**config.mk**
```make
export PLATFORM = sky130hd
export DESIGN_NAME = corr_counter
export DESIGN_NICKNAME = d
export VERILOG_FILES = /design/src/rtl/corr_counter.sv
export SDC_FILE = /design/constraint.sdc
export NUM_CORES = 1
export LEC_CHECK = 0
export ABC_AREA = 0
export BUFFER_PORTS_ARGS = -buffer_cell sky130_fd_sc_hd__buf_2
export CORE_AREA = 2 2 124 126
export CTS_BUF_LIST = sky130_fd_sc_hd__clkbuf_16
export DETAILED_ROUTE_END_ITERATION = 8
export DIE_AREA = 0 0 126 128
export REMOVE_ABC_BUFFERS = 1
export SYNTH_ARGS = -nofsm -noshare
export SYNTH_HDL_FRONTEND = slang
export SYNTH_SLANG_ARGS = --single-unit
export TNS_END_PERCENT = 10
```
**constraint.sdc**
```tcl
create_clock -name clk -period 2.7 [get_ports clk]
set_input_delay 0.405 -clock clk [delete_from_list [all_inputs] [get_ports clk]]
set_output_delay 0.405 -clock clk [all_outputs]
set_load 0.02 [all_outputs]
```
**src/rtl/corr_counter.sv**
```systemverilog
module corr_counter #(
  parameter int CH = 5,
  parameter int MAXL = 8,
  parameter int WLEN [CH] = '{3, 4, 5, 6, 7},
  parameter int CNTW = 16,
  localparam int PW = $clog2(MAXL),
  localparam int TW = $clog2(MAXL + 1),
  localparam int SW = $clog2(CH)
) (
  input  logic              clk,
  input  logic              rst_n,
  input  logic              start,
  input  logic [1:0]        mode,
  input  logic [SW-1:0]     sel_a,
  input  logic [SW-1:0]     sel_b,
  input  logic [CNTW-1:0]   thresh,
  input  logic [CH*MAXL-1:0] pins,
  input  logic              strobe,
  input  logic [CH-1:0]     ch,
  input  logic              eot,
  output logic              rpt_valid,
  output logic [TW-1:0]     rpt_offset,
  output logic [CNTW-1:0]   rpt_score,
  output logic              done
);

  logic            busy;
  logic [1:0]      mode_q;
  logic [SW-1:0]   a_q, b_q;
  logic [CNTW-1:0] thr_q, count;
  logic [TW-1:0]   trial, ntr;
  logic [CH-1:0]   wbit;
  logic            hit;

  wire step = busy && strobe && !eot && !start;
  wire close = busy && eot && !start;

  for (genvar i = 0; i < CH; i++) begin : g_wheel
    logic [PW-1:0] sp, pos;
    wire [PW-1:0] last = PW'(WLEN[i] - 1);
    wire [PW-1:0] nsp = (sp == last) ? '0 : sp + 1'b1;
    assign wbit[i] = pins[i*MAXL + int'(pos)];
    always_ff @(posedge clk or negedge rst_n) begin
      if (!rst_n) begin
        sp  <= '0;
        pos <= '0;
      end else if (start) begin
        sp  <= '0;
        pos <= '0;
      end else if (close) begin
        sp  <= nsp;
        pos <= nsp;
      end else if (step) begin
        pos <= (pos == last) ? '0 : pos + 1'b1;
      end
    end
  end

  wire [CH-1:0] diff = ch ^ wbit;
  wire raw = mode_q[0] ? (diff[a_q] ^ diff[b_q]) : diff[a_q];
  assign hit = mode_q[1] ? raw : ~raw;

  wire [TW-1:0] len_a = TW'(WLEN[sel_a]);
  wire [TW-1:0] len_b = TW'(WLEN[sel_b]);
  wire [TW-1:0] n_trials = (mode[0] && len_b < len_a) ? len_b : len_a;

  always_ff @(posedge clk or negedge rst_n) begin
    if (!rst_n) begin
      busy <= 1'b0;
      done <= 1'b0;
      mode_q <= '0;
      a_q <= '0;
      b_q <= '0;
      thr_q <= '0;
      count <= '0;
      trial <= '0;
      ntr <= '0;
      rpt_valid <= 1'b0;
      rpt_offset <= '0;
      rpt_score <= '0;
    end else if (start) begin
      busy <= 1'b1;
      done <= 1'b0;
      mode_q <= mode;
      a_q <= sel_a;
      b_q <= sel_b;
      thr_q <= thresh;
      count <= '0;
      trial <= '0;
      ntr <= n_trials;
      rpt_valid <= 1'b0;
    end else begin
      rpt_valid <= 1'b0;
      if (close) begin
        rpt_valid <= count > thr_q;
        rpt_offset <= trial;
        rpt_score <= count;
        count <= '0;
        if (trial == ntr - 1'b1) begin
          busy <= 1'b0;
          done <= 1'b1;
        end else begin
          trial <= trial + 1'b1;
        end
      end else if (step && hit && count != '1) begin
        count <= count + 1'b1;
      end
    end
  end

endmodule

```
==> impl_metrics.tcl, run 1 <==
set metrics [dict create \
    hp-class "primary input to asynchronous set/reset pin" \
    clock_sinks 100 \
    cts_root_buf "clkbuf_16" \
    grt_max_degree 101 \
    ys_ff_latch 100 \
    track_usage_pct 19.1 \
    maxCapViolCount 0 \
    fp.dieH_um 128 \
    crit_chain "mux4_2 -> mux2i_2 -> mux2_2 -> a2111oi_4 -> buf_4 -> o21a_4 -> nor3_4 -> or4_1 -> a21oi_1" \
    p_switching_mw 1.16 \
    final_antenna_net_count 0 \
    drive_above_1_share_pct 29.0 \
    p_sw_share_pct 29.1 \
    num_rows 45 \
    h-tree-depth 3 \
    syn_inst 617 \
    async_flop_share_pct 100 \
    path_clk_slew_ns 0.07 \
    post-route-period-util_pct 109 \
    max_freq_mhz 340 \
    ys.flop_type "dfrtp_1" \
    fin_area_um2 7380 \
    tightest_slew_ns 0.685 \
    power_density_nw_per_um2 543 \
    clkPwrFrac_pct 34.8 \
    dieArea_um2 16100 \
    cts_buffers 9 \
    rsz0062_at_grt "yes" \
    insertion_delay_ns 0.36 \
    avgSynthCellArea_um2 9.44 \
    drv_slew 0 \
    relSlewSlack_pct 54.1 \
    crit_required_ns 2.97 \
    finalHoldViolCount 0 \
    worst_setup_path_start_kind "flip-flop" \
    overflow 0 \
    syn2layout_area_growth_pct 26.7 \
    place_hpwl_um 10500 \
    critical_path.endpoint_type "flip-flop" \
    seqPwrFrac_pct 42.1 \
    slowest_delay_ns 0.52 \
    vias 4996 \
    worstSetupPathType "flip-flop to flip-flop" \
    fin_util_pct 49.6 \
    failed_checks "negative setup slack" \
    grt_pass1_wl_um 24700 \
    final_nets 851 \
    initial_core_util_pct 39.2 \
    clockBufferDepth 2 \
    placed_area_um2 6790 \
    setup_violations 16 \
    ys_types 61 \
    synth-edff-count 0 \
    gp_congestion 0.816 \
    critical_path_arrival_ns 3.21 \
    cellInternalPower_mw 2.84 \
    dr.pass1.iters 4 \
    wirelength_um 14700 \
    clock_skew_ns 0.0127 \
    antenna_found_initial 1 \
    r2r-end "count[11]" \
    setup_ws_ns -0.239 \
    ioPinCount 96 \
    placeableCoreArea_um2 14900 \
    outcome "finished, violations left" \
    cts_tree "yes" \
    r2r_start "g_wheel[0].pos[0]" \
    ys_warn_count 0 \
    grt_pass1_vias 5130 \
    wire_per_inst_um 15.6 \
    drtIter0Drc 243 \
    crit_slowest_cell "mux4_2" \
    die_w_um 126 \
    drcViolationCount 0 \
    combPwrFrac_pct 23.1 \
    power_leakage_nw 3.41 \
    ir_drop_v 0.000378 \
    critPathMaxFanout 7 \
    min_period_ns 2.94 \
    r2r_setup_slack_ns -0.24 \
    io_buffers 95 \
    detail_route.vias_per_cell 5.30 \
    yosysSeqAreaShare_pct 43.0 \
    r2r_cells 9 \
    synthesis.area_um2 5820 \
]
power groups by stage:
stage	clock (mW)	sequential, mW	combinational, mW
floorplan	0	1.71	0.443
detailed placement	0	1.71	0.803
CTS	1.42	1.69	0.913
global route	1.49	1.70	1.02
global placement	0	1.70	0.779
finish	1.39	1.69	0.925
layout by cell type (no fill, tap or decap), types with 9 or more instances in the layout:
| cell type | instances |
|---|---|
| nand3_1 | 13 |
| o21ai_0 | 34 |
| o21a_1 | 11 |
| ha_1 | 29 |
| mux2_2 | 9 |
| buf_4 | 45 |
| nor2b_1 | 13 |
| clkbuf_16 | 9 |
| nand2b_1 | 9 |
| nand2_1 | 119 |
| nor3_1 | 11 |
| a211oi_1 | 13 |
| nor2_1 | 33 |
| dfrtp_1 | 97 |
| mux2i_1 | 17 |
| mux4_2 | 10 |
| buf_2 | 94 |
| a21oi_1 | 29 |
| inv_1 | 34 |
per-stage QoR:
stage / worst slack [ns] / setup TNS (ns) / power [mW] / cells / hold WS [ns]
finish: -0.239 / -2.84 / 4.01 / 942 / 0.103
global route: -0.369 / -4.79 / 4.21 / 942 / 0.150
CTS: -0.230 / -2.56 / 4.02 / 941 / 0.125
detailed placement: -0.566 / -7.27 / 2.51 / 918 / 0.460
global placement: -0.553 / -6.98 / 2.48 / 918 / 0.454
floorplan: -0.336 / -3.64 / 2.15 / 588 / 0.109
cell usage after synthesis, types with 12 or more instances:
library cell	count	area share, %
ha_1	29	6.2
a21oi_1	31	2.7
o21a_1	12	1.5
clkbuf_1	22	1.4
nor2b_1	13	1.4
nor3_1	12	1.0
inv_1	34	2.2
nand2_1	119	7.7
mux2i_1	21	3.6
o21ai_0	35	3.0
a211oi_1	13	1.7
dfrtp_1	100	43
nand3_1	13	1.1
nor2_1	33	2.1
routing by layer:
layer  wire length (um)  vias up  GRT usage (%)
li1                   -     2450              -
met5                  0        -              0
met4                343        0           8.21
met3                563       26           3.63
met2               7240      103           32.1
met1               6580     2417           24.3
state kept, by name, indices dropped and copies added (netlist names), 4 cells and up:
name	count
count	16
g_wheel.sp	15
rpt_score	16
rpt_offset	4
g_wheel.pos	15
thr_q	16
trial	4
critical path: cells and delay by family, from the launching register on:
kind                   cells  cell delay (ns)
buffers and inverters      1             0.20
AO/OA/AOI/OAI              3             0.58
multiplexers               3             1.10
AND/OR/NAND/NOR            2             0.57
flip-flops                 1             0.40
area by class of cell:
type	count	area (um^2)
multi-input combinational	455	3260
inverter	34	128
timing repair buffer	148	927
clock inverter	7	88.8
fill	1389	7490
sequential	100	2510
antenna	1	2.50
clock buffer	9	225
tap	188	235
how the worst max path moves through the flow:
| stage | startpoint | to | slack [ns] | cells past startpoint |
|---|---|---|---|---|
| 2_1_floorplan | g_wheel[0].pos[0] | count[5] | -0.34 | 8 |
| 3_3_place_gp | pins[4] | count[9] | -0.55 | 10 |
| 3_5_place_dp | pins[4] | count[9] | -0.57 | 10 |
| 4_1_cts | g_wheel[4].pos[0] | count[3] | -0.23 | 11 |
| 5_1_grt | g_wheel[4].pos[0] | count[11] | -0.37 | 10 |
| 6_report | g_wheel[0].pos[0] | count[11] | -0.24 | 9 |
cells by family after synthesis:
family	count (synthesis)	share of synthesized area, %
flops	100	43.0
buf+inv	63	4.30
simple gates	244	20.1
mux	43	10.2
fa+ha+maj	29	6.23
xor+xnor	12	1.81
compound gates	126	14.4
repair_timing:
item                       4_1_cts  5_1_grt
hold endpoints to repair         0        0
gates cloned                     1        0
hold buffers                     0        0
pin swaps                       20        7
buffers inserted                 6        0
setup endpoints to repair       16       16
gates resized for setup         34       12
Note: power is estimated with default switching activity, not from simulation.
==> run 2: changes to the inputs <==
--- a/config.mk
+++ b/config.mk
@@ -11,7 +11,9 @@
 export CTS_BUF_LIST = sky130_fd_sc_hd__clkbuf_16
 export DETAILED_ROUTE_END_ITERATION = 8
 export DIE_AREA = 0 0 126 128
+export GPL_TIMING_DRIVEN = 0
 export REMOVE_ABC_BUFFERS = 1
+export SKIP_CTS_REPAIR_TIMING = 1
 export SYNTH_ARGS = -nofsm -noshare
 export SYNTH_HDL_FRONTEND = slang
 export SYNTH_SLANG_ARGS = --single-unit
==> run 2 against run 1 <==
  * The flow still finishes with violations (negative setup slack)
  * Wire length shrank 4.0%
  * First-iteration DRC count rose by 23%
  * Fmax fell by 0.17%
  * Critical path depth did not move
  * Combinational power decreased by 9.6%
  * Clock power fell by 3%
  * Final area is 3.6% lower
  * Clock-buffer cell count unchanged
  * Power is 3.0% lower
  * Non-clock buffer count is 40 lower
  * Clock skew down 0.0057 ns
  * Utilization fell by 1.8 points
  * Critical endpoint is now count[3]
==> impl_metrics.tcl, run 2 (synthesized netlist as in run 1, its figures left out) <==
set metrics [dict create \
    outcome "finished, violations left" \
    failed_checks "negative setup slack" \
    wirelength_um 14100 \
    critical_path.endpoint_type "flip-flop" \
    r2r_setup_slack_ns -0.24 \
    crit_chain "mux4_2 -> mux2i_4 -> xnor2_1 -> a2111oi_4 -> buf_4 -> or3_4 -> a21oi_4 -> or4_4 -> a21oi_2" \
    wire_per_inst_um 15.7 \
    cts_tree "yes" \
    placeableCoreArea_um2 14900 \
    setup_violations 16 \
    tns_ns -2.55 \
    hold-worst-slack_ns 0.0529 \
    die_w_um 126 \
    hp-class "primary input to asynchronous set/reset pin" \
    clock_sinks 100 \
    final_cell_mix "119 x nand2_1, 95 x dfrtp_1, 93 x buf_2" \
    h-tree-depth 3 \
    cellInternalPower_mw 2.76 \
    final_antenna_net_count 0 \
    p_sw_share_pct 29.0 \
    path_clk_slew_ns 0.07 \
    grt_pass1_vias 4673 \
    cts_root_buf "clkbuf_16" \
    crit_required_ns 2.96 \
    fin_util_pct 47.8 \
    ir_drop_v 0.000306 \
    antenna_found_initial 0 \
    grt_max_degree 85 \
    maxCapViolCount 0 \
    crit_slowest_cell "mux4_2" \
    r2r-end "count[3]" \
    place_ws_ns -0.780 \
    critPathMaxFanout 7 \
    cts_buffers 9 \
    multi_input_area_um2 3330 \
    setup_ws_ns -0.244 \
    power_leakage_nw 3.20 \
    rsz0062_at_grt "yes" \
    post-route-period-util_pct 109 \
    drive_above_1_share_pct 26.1 \
    final_nets 812 \
    r2r_start "g_wheel[3].pos[1]" \
    combPwrFrac_pct 21.5 \
    num_rows 45 \
    r2r_cells 9 \
    drtIter0Drc 300 \
    vias 4778 \
    fillers 1458 \
    overflow 0 \
    finalHoldViolCount 0 \
    slowest_delay_ns 0.54 \
    syn2layout_area_growth_pct 22.1 \
    relSlewSlack_pct 36.5 \
    dr.pass1.iters 4 \
    initial_core_util_pct 39.2 \
    p_switching_mw 1.13 \
    tightest_slew_ns 0.952 \
    drcViolationCount 0 \
    dieArea_um2 16100 \
    clock_skew_ns 0.00694 \
    worstSetupPathType "flip-flop to flip-flop" \
    ioPinCount 96 \
    power_density_nw_per_um2 547 \
    critical_path_arrival_ns 3.21 \
    min_period_ns 2.94 \
    track_usage_pct 17.0 \
    num_antenna_cells 0 \
    drv_slew 0 \
    insertion_delay_ns 0.34 \
    worst_setup_path_start_kind "flip-flop" \
    grt_pass1_wl_um 22400 \
    reg_top3 "count: 16 flops, rpt_score: 16 flops, thr_q: 16 flops" \
    clkPwrFrac_pct 34.8 \
    final_common_cell "nand2_1" \
    place_hpwl_um 9660 \
    max_freq_mhz 340 \
    clockBufferDepth 2 \
    io_buffers 95 \
    seqPwrFrac_pct 43.7 \
    gp_congestion 0.827 \
    fp.dieH_um 128 \
    detail_route.vias_per_cell 5.30 \
    ff_latch_area_um2 2510 \
]
## run 2: how the worst max path moves through the flow
stage | from | end | slack (ns)
after floorplan | g_wheel[0].pos[0] | count[5] | -0.34
after global placement | g_wheel[0].pos[0] | count[5] | -0.77
after detailed placement | g_wheel[0].pos[0] | count[5] | -0.78
after CTS | g_wheel[0].pos[0] | count[5] | -0.81
after global routing | g_wheel[3].pos[1] | count[3] | -0.33
final | g_wheel[3].pos[1] | count[3] | -0.24
## run 2: routing by layer
layer	GRT usage (%)	routed length [um]	vias up
li1	-	-	2357
met1	21.7	6400	2313
met2	28.8	6940	91
met3	3.34	616	17
met4	5.82	195	0
met5	0	0	-
## run 2: metrics by stage
| stage | total power, mW | std cells | cell area (um^2) |
|---|---|---|---|
| after detailed placement | 2.40 | 872 | 6440 |
| after global routing | 4.08 | 902 | 7110 |
| final | 3.89 | 902 | 7110 |
| after global placement | 2.37 | 871 | 6410 |
| after CTS | 3.76 | 888 | 6750 |
| after floorplan | 2.15 | 588 | 5700 |
## run 2: final cells by class
type,count,area share (%)
clock inverter,7,1.14
multi-input combinational,456,46.9
clock buffer,9,3.17
sequential,100,35.3
tap,188,3.31
timing repair buffer,108,8.46
inverter,34,1.79
## run 2: power by group through the flow
stage	clock network, mW	registers [mW]	logic, mW
finish	1.35	1.70	0.836
global route	1.44	1.71	0.920
CTS	1.38	1.69	0.688
detailed placement	0	1.72	0.684
global placement	0	1.71	0.657
floorplan	0	1.71	0.443
## run 2: critical path, delay by kind of cell, from the launching register on
family	cells	cell delay [ns]
mux	2	0.74
simple gates	2	0.73
compound gates	3	0.60
flops	1	0.42
buf+inv	1	0.22
xor+xnor	1	0.14
